### src/rtl/jsb_pkg.sv
package jsb_pkg;
  typedef enum logic [3:0] {
    TAP_RESET, TAP_IDLE,
    TAP_SEL_DR, TAP_CAP_DR, TAP_SHIFT_DR, TAP_EXIT1_DR, TAP_PAUSE_DR, TAP_EXIT2_DR, TAP_UPD_DR,
    TAP_SEL_IR, TAP_CAP_IR, TAP_SHIFT_IR, TAP_EXIT1_IR, TAP_PAUSE_IR, TAP_EXIT2_IR, TAP_UPD_IR
  } tap_state_e;

  localparam int unsigned IR_W_DEF      = 6;
  localparam int unsigned TMS_RESET_LEN = 5;
endpackage

### src/rtl/jsb_tap_ctrl.sv
module jsb_tap_ctrl
  import jsb_pkg::*;
(
  input  logic       tck_i,
  input  logic       rst_ni,
  input  logic       tms_i,
  output tap_state_e state_o
);
  localparam int unsigned CNT_W = $clog2(TMS_RESET_LEN + 1);

  tap_state_e state_q, state_d;
  logic [CNT_W-1:0] ones_q;

  always_comb begin
    state_d = state_q;
    unique case (state_q)
      TAP_RESET:    state_d = tms_i ? TAP_RESET    : TAP_IDLE;
      TAP_IDLE:     state_d = tms_i ? TAP_SEL_DR   : TAP_IDLE;
      TAP_SEL_DR:   state_d = tms_i ? TAP_SEL_IR   : TAP_CAP_DR;
      TAP_CAP_DR:   state_d = tms_i ? TAP_EXIT1_DR : TAP_SHIFT_DR;
      TAP_SHIFT_DR: state_d = tms_i ? TAP_EXIT1_DR : TAP_SHIFT_DR;
      TAP_EXIT1_DR: state_d = tms_i ? TAP_UPD_DR   : TAP_PAUSE_DR;
      TAP_PAUSE_DR: state_d = tms_i ? TAP_EXIT2_DR : TAP_PAUSE_DR;
      TAP_EXIT2_DR: state_d = tms_i ? TAP_UPD_DR   : TAP_SHIFT_DR;
      TAP_UPD_DR:   state_d = tms_i ? TAP_SEL_DR   : TAP_IDLE;
      TAP_SEL_IR:   state_d = tms_i ? TAP_RESET    : TAP_CAP_IR;
      TAP_CAP_IR:   state_d = tms_i ? TAP_EXIT1_IR : TAP_SHIFT_IR;
      TAP_SHIFT_IR: state_d = tms_i ? TAP_EXIT1_IR : TAP_SHIFT_IR;
      TAP_EXIT1_IR: state_d = tms_i ? TAP_UPD_IR   : TAP_PAUSE_IR;
      TAP_PAUSE_IR: state_d = tms_i ? TAP_EXIT2_IR : TAP_PAUSE_IR;
      TAP_EXIT2_IR: state_d = tms_i ? TAP_UPD_IR   : TAP_SHIFT_IR;
      TAP_UPD_IR:   state_d = tms_i ? TAP_SEL_DR   : TAP_IDLE;
      default:      state_d = TAP_RESET;
    endcase
  end

  always_ff @(posedge tck_i or negedge rst_ni) begin
    if (!rst_ni) state_q <= TAP_RESET;
    else         state_q <= state_d;
  end

  // run length of TMS=1, checked against the reset guarantee
  always_ff @(posedge tck_i or negedge rst_ni) begin
    if (!rst_ni)                              ones_q <= '0;
    else if (!tms_i)                          ones_q <= '0;
    else if (ones_q != CNT_W'(TMS_RESET_LEN)) ones_q <= ones_q + 1'b1;
  end

  assign state_o = state_q;


  tms_reset_chk: assert property (@(posedge tck_i) disable iff (!rst_ni)
    (ones_q == CNT_W'(TMS_RESET_LEN)) |-> (state_q == TAP_RESET));


  idle_entry_chk: assert property (@(posedge tck_i) disable iff (!rst_ni)
    (state_q == TAP_RESET && !tms_i) |=> (state_q == TAP_IDLE));
endmodule

### src/rtl/jsb_ir.sv
module jsb_ir
  import jsb_pkg::*;
#(
  parameter int unsigned IR_W = IR_W_DEF
) (
  input  logic            tck_i,
  input  logic            rst_ni,
  input  tap_state_e      state_i,
  input  logic            tdi_i,
  output logic [IR_W-1:0] ir_o,
  output logic            sr_lsb_o
);
  localparam logic [IR_W-1:0] CAPTURE_VAL = IR_W'(1);

  logic [IR_W-1:0] sr_q, ir_q;

  always_ff @(posedge tck_i or negedge rst_ni) begin
    if (!rst_ni)                      sr_q <= '0;
    else if (state_i == TAP_CAP_IR)   sr_q <= CAPTURE_VAL;
    else if (state_i == TAP_SHIFT_IR) sr_q <= {tdi_i, sr_q[IR_W-1:1]};
  end

  // active instruction moves on the falling edge
  always_ff @(negedge tck_i or negedge rst_ni) begin
    if (!rst_ni)                    ir_q <= '1;
    else if (state_i == TAP_RESET)  ir_q <= '1;
    else if (state_i == TAP_UPD_IR) ir_q <= sr_q;
  end

  assign ir_o     = ir_q;
  assign sr_lsb_o = sr_q[0];


  ir_capture_chk: assert property (@(posedge tck_i) disable iff (!rst_ni)
    (state_i == TAP_CAP_IR) |=> (sr_q == CAPTURE_VAL));


  ir_update_chk: assert property (@(posedge tck_i) disable iff (!rst_ni)
    (state_i == TAP_UPD_IR) |=> (ir_q == $past(sr_q)));
endmodule

### src/rtl/jsb_dr_path.sv
module jsb_dr_path
  import jsb_pkg::*;
(
  input  logic       tck_i,
  input  logic       rst_ni,
  input  tap_state_e state_i,
  input  logic       bridge_i,
  input  logic       tdi_i,
  input  logic       miso_i,
  input  logic       ir_lsb_i,
  output logic       tdo_o,
  output logic       tdo_oe_o,
  output logic       cs_no,
  output logic       sclk_o,
  output logic       mosi_o
);
  logic byp_q, tdo_q, oe_q, clk_en_q;
  logic flash_sel, tdo_d;

  assign flash_sel = bridge_i && (state_i == TAP_SHIFT_DR);

  always_ff @(posedge tck_i or negedge rst_ni) begin
    if (!rst_ni)                      byp_q <= 1'b0;
    else if (state_i == TAP_CAP_DR)   byp_q <= 1'b0;
    else if (state_i == TAP_SHIFT_DR) byp_q <= tdi_i;
  end

  always_comb begin
    tdo_d = tdo_q;
    if (state_i == TAP_SHIFT_IR)      tdo_d = ir_lsb_i;
    else if (state_i == TAP_SHIFT_DR) tdo_d = bridge_i ? miso_i : byp_q;
  end

  always_ff @(negedge tck_i or negedge rst_ni) begin
    if (!rst_ni) begin
      tdo_q    <= 1'b1;
      oe_q     <= 1'b0;
      clk_en_q <= 1'b0;
    end else begin
      tdo_q    <= tdo_d;
      oe_q     <= (state_i == TAP_SHIFT_IR) || (state_i == TAP_SHIFT_DR);
      clk_en_q <= flash_sel;
    end
  end

  assign tdo_o    = tdo_q;
  assign tdo_oe_o = oe_q;
  assign cs_no    = ~flash_sel;
  assign sclk_o   = tck_i & clk_en_q;
  assign mosi_o   = bridge_i ? tdi_i : 1'b0;


  bypass_capture_chk: assert property (@(posedge tck_i) disable iff (!rst_ni)
    (state_i == TAP_CAP_DR) |=> (byp_q == 1'b0));


  sclk_gate_chk: assert property (@(posedge tck_i) disable iff (!rst_ni)
    clk_en_q |-> (bridge_i && state_i == TAP_SHIFT_DR));


  tdo_enable_chk: assert property (@(posedge tck_i) disable iff (!rst_ni)
    oe_q |-> (state_i == TAP_SHIFT_IR || state_i == TAP_SHIFT_DR));
endmodule

### src/rtl/jtag_spi_bridge.sv
module jtag_spi_bridge
  import jsb_pkg::*;
#(
  parameter int unsigned     IR_W        = IR_W_DEF,
  parameter logic [IR_W-1:0] BRIDGE_CODE = IR_W'('h02)
) (
  input  logic tck_i,
  input  logic rst_ni,
  input  logic tms_i,
  input  logic tdi_i,
  output logic tdo_o,
  output logic tdo_oe_o,
  output logic spi_sclk_o,
  output logic spi_mosi_o,
  input  logic spi_miso_i,
  output logic spi_cs_no
);
  tap_state_e      state;
  logic [IR_W-1:0] ir;
  logic            ir_lsb;
  logic            bridge_sel;

  jsb_tap_ctrl u_tap (
    .tck_i   (tck_i),
    .rst_ni  (rst_ni),
    .tms_i   (tms_i),
    .state_o (state)
  );

  jsb_ir #(.IR_W(IR_W)) u_ir (
    .tck_i    (tck_i),
    .rst_ni   (rst_ni),
    .state_i  (state),
    .tdi_i    (tdi_i),
    .ir_o     (ir),
    .sr_lsb_o (ir_lsb)
  );

  assign bridge_sel = (ir == BRIDGE_CODE);

  jsb_dr_path u_dr (
    .tck_i    (tck_i),
    .rst_ni   (rst_ni),
    .state_i  (state),
    .bridge_i (bridge_sel),
    .tdi_i    (tdi_i),
    .miso_i   (spi_miso_i),
    .ir_lsb_i (ir_lsb),
    .tdo_o    (tdo_o),
    .tdo_oe_o (tdo_oe_o),
    .cs_no    (spi_cs_no),
    .sclk_o   (spi_sclk_o),
    .mosi_o   (spi_mosi_o)
  );


  cs_entry_chk: assert property (@(posedge tck_i) disable iff (!rst_ni)
    $fell(spi_cs_no) |-> ($past(state) == TAP_CAP_DR || $past(state) == TAP_EXIT2_DR));
endmodule

### config.mk
export PLATFORM = sky130hd
export DESIGN_NAME = jtag_spi_bridge
export DESIGN_NICKNAME = d
export VERILOG_FILES = /design/src/rtl/jsb_pkg.sv /design/src/rtl/jsb_tap_ctrl.sv /design/src/rtl/jsb_ir.sv /design/src/rtl/jsb_dr_path.sv /design/src/rtl/jtag_spi_bridge.sv
export SDC_FILE = /design/constraint.sdc
export NUM_CORES = 1
export LEC_CHECK = 0
export CAP_MARGIN = 5
export CELL_PAD_IN_SITES_DETAIL_PLACEMENT = 1
export CELL_PAD_IN_SITES_GLOBAL_PLACEMENT = 1
export CORE_UTILIZATION = 40
export CTS_BUF_LIST = sky130_fd_sc_hd__clkbuf_2 sky130_fd_sc_hd__clkbuf_4 sky130_fd_sc_hd__clkbuf_8
export CTS_CLUSTER_DIAMETER = 150
export DETAILED_ROUTE_END_ITERATION = 16
export MAX_ROUTING_LAYER = met4
export PLACE_DENSITY_LB_ADDON = 0.1
export SLEW_MARGIN = 10
export SYNTH_ARGS = -nofsm -noshare
export SYNTH_HDL_FRONTEND = slang
export SYNTH_SLANG_ARGS = --single-unit
### constraint.sdc
create_clock -name tck_i -period 3.31 [get_ports tck_i]
set_clock_uncertainty 0.15 [all_clocks]
set_input_delay 0.662 -clock tck_i [delete_from_list [all_inputs] [get_ports tck_i]]
set_output_delay 0.662 -clock tck_i [all_outputs]
set_load 0.005 [all_outputs]
==> key figures, run 1 <==
Run
  • Max_cap viols: 0

STA
  • Slew @ Worst Pin: between 400 and 500 ps
  • Final Hold Fails: 0
  • Worst hold slack: between 400 and 500 ps
  • RSZ-0062 raised after global routing: yes
  • Slack of the critical path: -1144 ps
  • # setup viols final: 6
  • Final Slew Violations: 0
  • Slew headroom: 0.6795

Worst setup path
  • CP Max Fanout: 2
  • R2R Setup Slk: about 70 ps
  • Slowest-stage cell, CP: dfstp_2
  • End of the worst register-to-register path: u_dr.clk_en_q
  • Worst EP arrival: between 3000 and 4000 ps
  • Reg-to-Reg Start: u_tap.state_o[0]
  • Worst-path cell chain: or4b_4 -> nor3_4 -> buf_4 -> and2_1 -> buf_2
  • Reg2Reg Depth: 5
  • Worst setup SP type: flip-flop
  • Worst Setup End Kind: output port
  • Setup CP Type: reg -> out
  • CP max stage delay: roughly 520 ps
  • Critical Path Stages: 5
  • CP top delay family: simple AND/OR/NAND/NOR gates
  • Crit path required time: roughly 2500 ps
  • WP buf/inv: 2

Routing
  • Drt total wl: between 3000 and 4000 microns
  • # DRC: 0
  • Iter 0 DRT Violations: 17
  • DR vias: slightly above 1,000
  • Vias per std cell: around 5.6
  • Wire per inst: around 18 microns
  • Count of antenna-violating nets left after detailed routing: 0
  • Detailed-router iteration count before antenna repair: 4

Layout
  • Most frequent cells in the layout: buf_4 (21), o21ai_0 (16), nand2_1 (13), inv_1 (11), dfrtp_1 (11)
  • Most common cell after layout, fill and taps aside: buf_4
  • Nets: 160
  • Filler cells: approximately 300
  • Sequential Area: approximately 510 sq um
  • Fin area: 0.001389 sq mm
  • Multi-input gate area: about 470 sq um
  • Area delta synth->final: 34.87%
  • Share of cells above drive strength 1: 0.2922
  • N_diodes: 0

Floorplanning
  • Starting Density: 0.4195
  • # rows: 18
  • # IOs: 10
  • Die width: 52.74 microns
  • Die height: around 53 microns
  • Total Die Area: roughly 0.0028 sq mm
  • Core area: between 0.002 and 0.0025 sq mm

Yosys
  • Post-synthesis simple-gate area fraction: 0.1908
  • YS warnings: 0
  • Sequential fraction of the synthesis area: 0.4945
  • Compound-Gate Fraction of Synth Area: 0.2430
  • Mean post-synth cell area: a little under 9 sq um
  • Synthesized area: 0.001030 sq mm
  • Post-synthesis adder-cell area fraction: 0
  • Largest family of logic cells by synthesized area: compound AO/OA/AOI/OAI gates
  • Cells after Synth: roughly 120
  • #FFs+latches synth: 20
  • Multiplexer area fraction after synthesis: 0.009721
  • Post-synth net total: 123
  • Synth Area in XOR/XNOR: 0.008505
  • Synth unique cells: 30

Outcome
  • Violated checks: setup timing
  • Status: finished with violations

GRT
  • Initial antenna violation count: 0
  • Met3 global-route usage: 0.06377
  • GRT overflow: 0
  • Largest net degree at the start of global routing: 21
  • Vias in the first global route: roughly 1,000
  • Total track usage: 0.2876
  • Met1 Use GR: 0.3679
  • First-pass GRT wire length: 5147 microns
  • Met2 track demand over resource: 0.4325
  • GR peak layer: met2

Place
  • Detailed Place HPWL: between 2000 and 2500 microns
  • Placed Area: 0.001250 sq mm
  • I/O Buffers: 9
  • RD Place Congestion: approximately 0.83

Clock network
  • Skew-Pair Late Insertion Delay: 510 ps
  • CTS tree: yes
  • Hold Buf Count CTS: 0
  • Clock transition at path regs: ~120 ps

Power
  • Switch Pwr: 0.0005434 W
  • Seq pwr share: 0.363
  • Max VDD drop: a little over 0.0005 V
  • Clock power frac: 0.218
  • Power Internal: 0.0007770 W
  • Sw Ratio: 0.4115
  • Power share of the combinational group: 0.418
  • Leakage: slightly below 0.7 nW
  • PwrDens: between 900 and 1000 mW/mm^2

Hold path
  • Hold crit path type: in -> async
==> synth_stat cells (all sizes together) <==
| cell type | count | share of area |
|---|---|---|
| a21oi | 9 | 0.044 |
| o22ai | 2 | 0.012 |
| nand3 | 5 | 0.024 |
| o31ai | 1 | 0.0073 |
| a211oi | 1 | 0.0073 |
| nor3 | 6 | 0.040 |
| a21o | 1 | 0.0073 |
| nand3b | 1 | 0.0073 |
| or4b | 1 | 0.013 |
| o21bai | 1 | 0.0073 |
| a311oi | 1 | 0.0085 |
| o21ai | 16 | 0.078 |
| inv | 6 | 0.022 |
| nor2 | 10 | 0.036 |
| dfrtn | 2 | 0.049 |
| xor2 | 1 | 0.0085 |
| o211ai | 1 | 0.0073 |
| a22oi | 8 | 0.058 |
| mux2i | 1 | 0.0097 |
| buf | 3 | 0.013 |
| nand2 | 14 | 0.051 |
| dfstp | 7 | 0.18 |
| and2 | 2 | 0.012 |
| clkbuf | 5 | 0.018 |
| nand2b | 1 | 0.0061 |
| dfrtp | 11 | 0.27 |
| a31oi | 1 | 0.0061 |
==> worst register-to-register path, cell delays in order (launching register included) <==
cell and delay, ps:
dfrtp_1 550, nand2b_1 260, nor3_1 400, nand2_4 100, buf_4 140, inv_1 40
==> state kept, by name, summed over array words and instances (netlist names) <==
name and flops:
u_ir.ir_o 6, u_dr.tdo_o 1, u_ir.sr_q 6, u_tap.state_o 4
u_dr.clk_en_q 1, u_dr.tdo_oe_o 1, u_dr.byp_q 1
==> through the flow <==
stage / setup WS [ps] / power [W] / setup TNS (ps) / utilization / instances
3_5_place_dp: -954.2 / 0.001018 / -2154 / 0.5092 / 164
6_report: -1144 / 0.001320 / -2867 / 0.5657 / 184
2_1_floorplan: -439.0 / 0.0007783 / -818.5 / - / 118
5_1_grt: -1227 / 0.001417 / -3233 / 0.5657 / 184
3_3_place_gp: -940.6 / 0.0009789 / -2106 / 0.5092 / 164
4_1_cts: -1194 / 0.001306 / -2870 / 0.5540 / 182
==> cells by family after synthesis <==
group                     Yosys count
AOI/OAI and AO/OA                  42
and+or+nand+nor                    40
DFF                                20
buffers and inverters              14
xor gates and xnor gates            1
muxes                               1
==> area by class of cell <==
class | count | area share
clock buffers | 7 | 0.03604
clock inverters | 8 | 0.04054
inverters | 5 | 0.01351
multi-input cells | 84 | 0.3405
flip-flops and latches | 20 | 0.3667
well taps | 30 | 0.02703
repair buffers | 30 | 0.1757
==> what timing repair did <==
item                                    4_1_cts  5_1_grt
pin swaps                                     2        1
setup buffers                                 5        2
gates cloned                                  0        0
resized for setup                            20        3
endpoints found under the setup margin        6        6
==> routing by layer <==
metal / routed length [microns] / vias to the layer above
met1: 1429 / 512
met2: 1683 / 21
met3: 123 / 7
met5: 0 / -
met4: 55 / 0
li1: - / 490
==> power groups by stage <==
stage | clock, W | sequential, W | combinational (W)
floorplan | 0.0000149 | 0.000421 | 0.000342
global placement | 0.0000149 | 0.000470 | 0.000494
detailed placement | 0.0000149 | 0.000481 | 0.000522
CTS | 0.000291 | 0.000475 | 0.000539
global route | 0.000309 | 0.000493 | 0.000615
finish | 0.000288 | 0.000480 | 0.000552
==> worst max-delay path by stage <==
stage                  from  slack, ps          to
2_1_floorplan  u_ir.ir_o[1]       -440  spi_mosi_o
5_1_grt        u_ir.ir_o[1]      -1230  spi_mosi_o
3_3_place_gp   u_ir.ir_o[1]       -940  spi_mosi_o
6_report       u_ir.ir_o[1]      -1140  spi_mosi_o
3_5_place_dp   u_ir.ir_o[1]       -950  spi_mosi_o
4_1_cts        u_ir.ir_o[1]      -1190  spi_mosi_o
(Power assumes the default switching activity.)
==> inputs of run 2 (changes only) <==
==> constraint.sdc (replaced) <==
create_clock -name tck_i -period 3.31 [get_ports tck_i]
set_clock_uncertainty 0.15 [all_clocks]
set_input_delay 0.4965 -clock tck_i [delete_from_list [all_inputs] [get_ports tck_i]]
set_output_delay 0.4965 -clock tck_i [all_outputs]
set_load 0.01 [all_outputs]
==> key figures, run 2 (synthesis results as in run 1) <==
Outcome
  • Status: finished with violations
  • Violated checks: setup timing

Worst setup path
  • Worst Setup End Kind: output port
  • Crit path required time: 2660 ps
  • Worst EP arrival: 3550 ps
  • Reg2Reg Depth: 4
  • CP Max Fanout: 3
  • Worst setup SP type: flip-flop
  • Setup CP Type: reg -> out
  • Reg-to-Reg Start: u_tap.state_o[0]
  • Crit. Startpoint: u_ir.ir_o[1]

Routing
  • # DRC: 0
  • Vias per std cell: 5.398
  • Detailed-router iteration count before antenna repair: 4
  • Count of antenna-violating nets left after detailed routing: 0
  • Iter 0 DRT Violations: 15
  • Drt total wl: 2820 microns
  • Wire per inst: ~16 microns
  • DR vias: roughly 1,000

Layout
  • Share of cells above drive strength 1: 0.2781
  • N_diodes: 0
  • Most frequent cells in the layout: buf_4 (19), o21ai_0 (16), nand2_1 (14), inv_1 (11), dfrtp_1 (11)
  • Area delta synth->final: 29.89%
  • Fin area: around 0.0013 sq mm
  • Nets: approximately 160
  • Final core utilization: 0.5449
  • Most common cell after layout, fill and taps aside: buf_4

Power
  • Power Internal: approximately 0.00069 W
  • PwrDens: 892.2 mW/mm^2
  • Seq pwr share: 0.394
  • Power share of the combinational group: 0.430
  • Leakage: between 0.6 and 0.7 nW
  • Max VDD drop: 0.0004523 V
  • Switch Pwr: just over 0.0005 W
  • Sw Ratio: 0.4259
  • Clock power frac: 0.176

Place
  • I/O Buffers: 9
  • Placed Area: 0.001247 sq mm
  • Detailed Place HPWL: 2000 microns
  • RD Place Congestion: just under 0.8

Clock network
  • CTS tree: yes
  • Hold Buf Count CTS: 0
  • Clock transition at path regs: about 120 ps
  • Skew-Pair Late Insertion Delay: around 500 ps

Floorplanning
  • Starting Density: 0.4195
  • Total Die Area: between 0.002 and 0.003 sq mm
  • # IOs: 10
  • # rows: 18
  • Die height: roughly 53 microns
  • Core area: around 0.0025 sq mm
  • Die width: around 53 microns

STA
  • # setup viols final: 5
  • RSZ-0062 raised after global routing: yes
  • Slack of the critical path: -889.4 ps
  • Slew headroom: 0.7069
  • Final Slew Violations: 0
  • Final Hold Fails: 0
  • Slew @ Worst Pin: between 400 and 500 ps

GRT
  • Vias in the first global route: 1,047
  • Total track usage: 0.2528
  • First-pass GRT wire length: approximately 4600 microns
  • Largest net degree at the start of global routing: 21
  • Initial antenna violation count: 0
  • GRT overflow: 0

Hold path
  • Hold crit path type: in -> async

Run
  • Max_cap viols: 0
[run 2: through the flow]
stage                     cells  setup TNS (ps)  setup slack (ps)  total power, W  hold WS (ps)
after CTS                   180           -2100            -967.9        0.001209         249.2
after floorplan             118          -551.6            -298.6       0.0007824         50.91
after global routing        181           -2166            -975.0        0.001297         257.4
after detailed placement    165           -1602            -837.8        0.001009         363.2
final                       181           -1919            -889.4        0.001193         245.5
after global placement      165           -1507            -795.0       0.0009802         351.9
[run 2: timing repair]
item / 4_1_cts / 5_1_grt
resized for setup: 24 / 0
buffers inserted: 2 / 1
pin swaps: 2 / 2
setup endpoints to repair: 6 / 5
[run 2: per-layer routing]
layer  wire length [microns]  up-vias  global-route usage
met3                      76        9             0.07536
met1                    1243      474              0.2757
met5                       0        -                   -
li1                        -      482                   -
met2                    1407       12              0.4030
met4                      93        0              0.1535
[run 2: final cells by class]
class / instances / area [sq um]
clock buffer: 7 / 56.30
clock inverter: 8 / 30.03
fill: 319 / 1117
inverter: 5 / 18.77
multi-input combinational: 84 / 470.5
sequential: 20 / 509.2
tap: 30 / 37.54
timing repair buffer: 27 / 215.2
[run 2: power by group through the flow]
stage               Combinational (W)  Clock (W)  Sequential [W]
detailed placement           0.000516  0.0000149        0.000478
global route                 0.000576   0.000233        0.000489
CTS                          0.000517   0.000219        0.000473
global placement             0.000497  0.0000149        0.000469
floorplan                    0.000342  0.0000149        0.000425
finish                       0.000513   0.000210        0.000471
[run 2: worst paths after layout]
check / end / slack (ps)
max: spi_mosi_o / -890
min: u_tap.state_o[1] / 250
max reg2reg: u_ir.ir_o[2] / 180
min reg2reg: u_ir.sr_q[2] / 380
max in group asynchronous: u_ir.ir_o[1] / 870
min in group tck_i: u_ir.sr_q[2] / 380
[run 2: critical path: stages, from the launching register on]
cell and delay (ps):
dfstp_2 520, or4b_4 470, nor3_4 160, and2_4 170, buf_6 90
==> inputs of run 3 (changes only) <==
- CAP_MARGIN: 5 -> 20
==> results of run 3 <==
Final layout, timing and power as in run 2 (identical DEF).
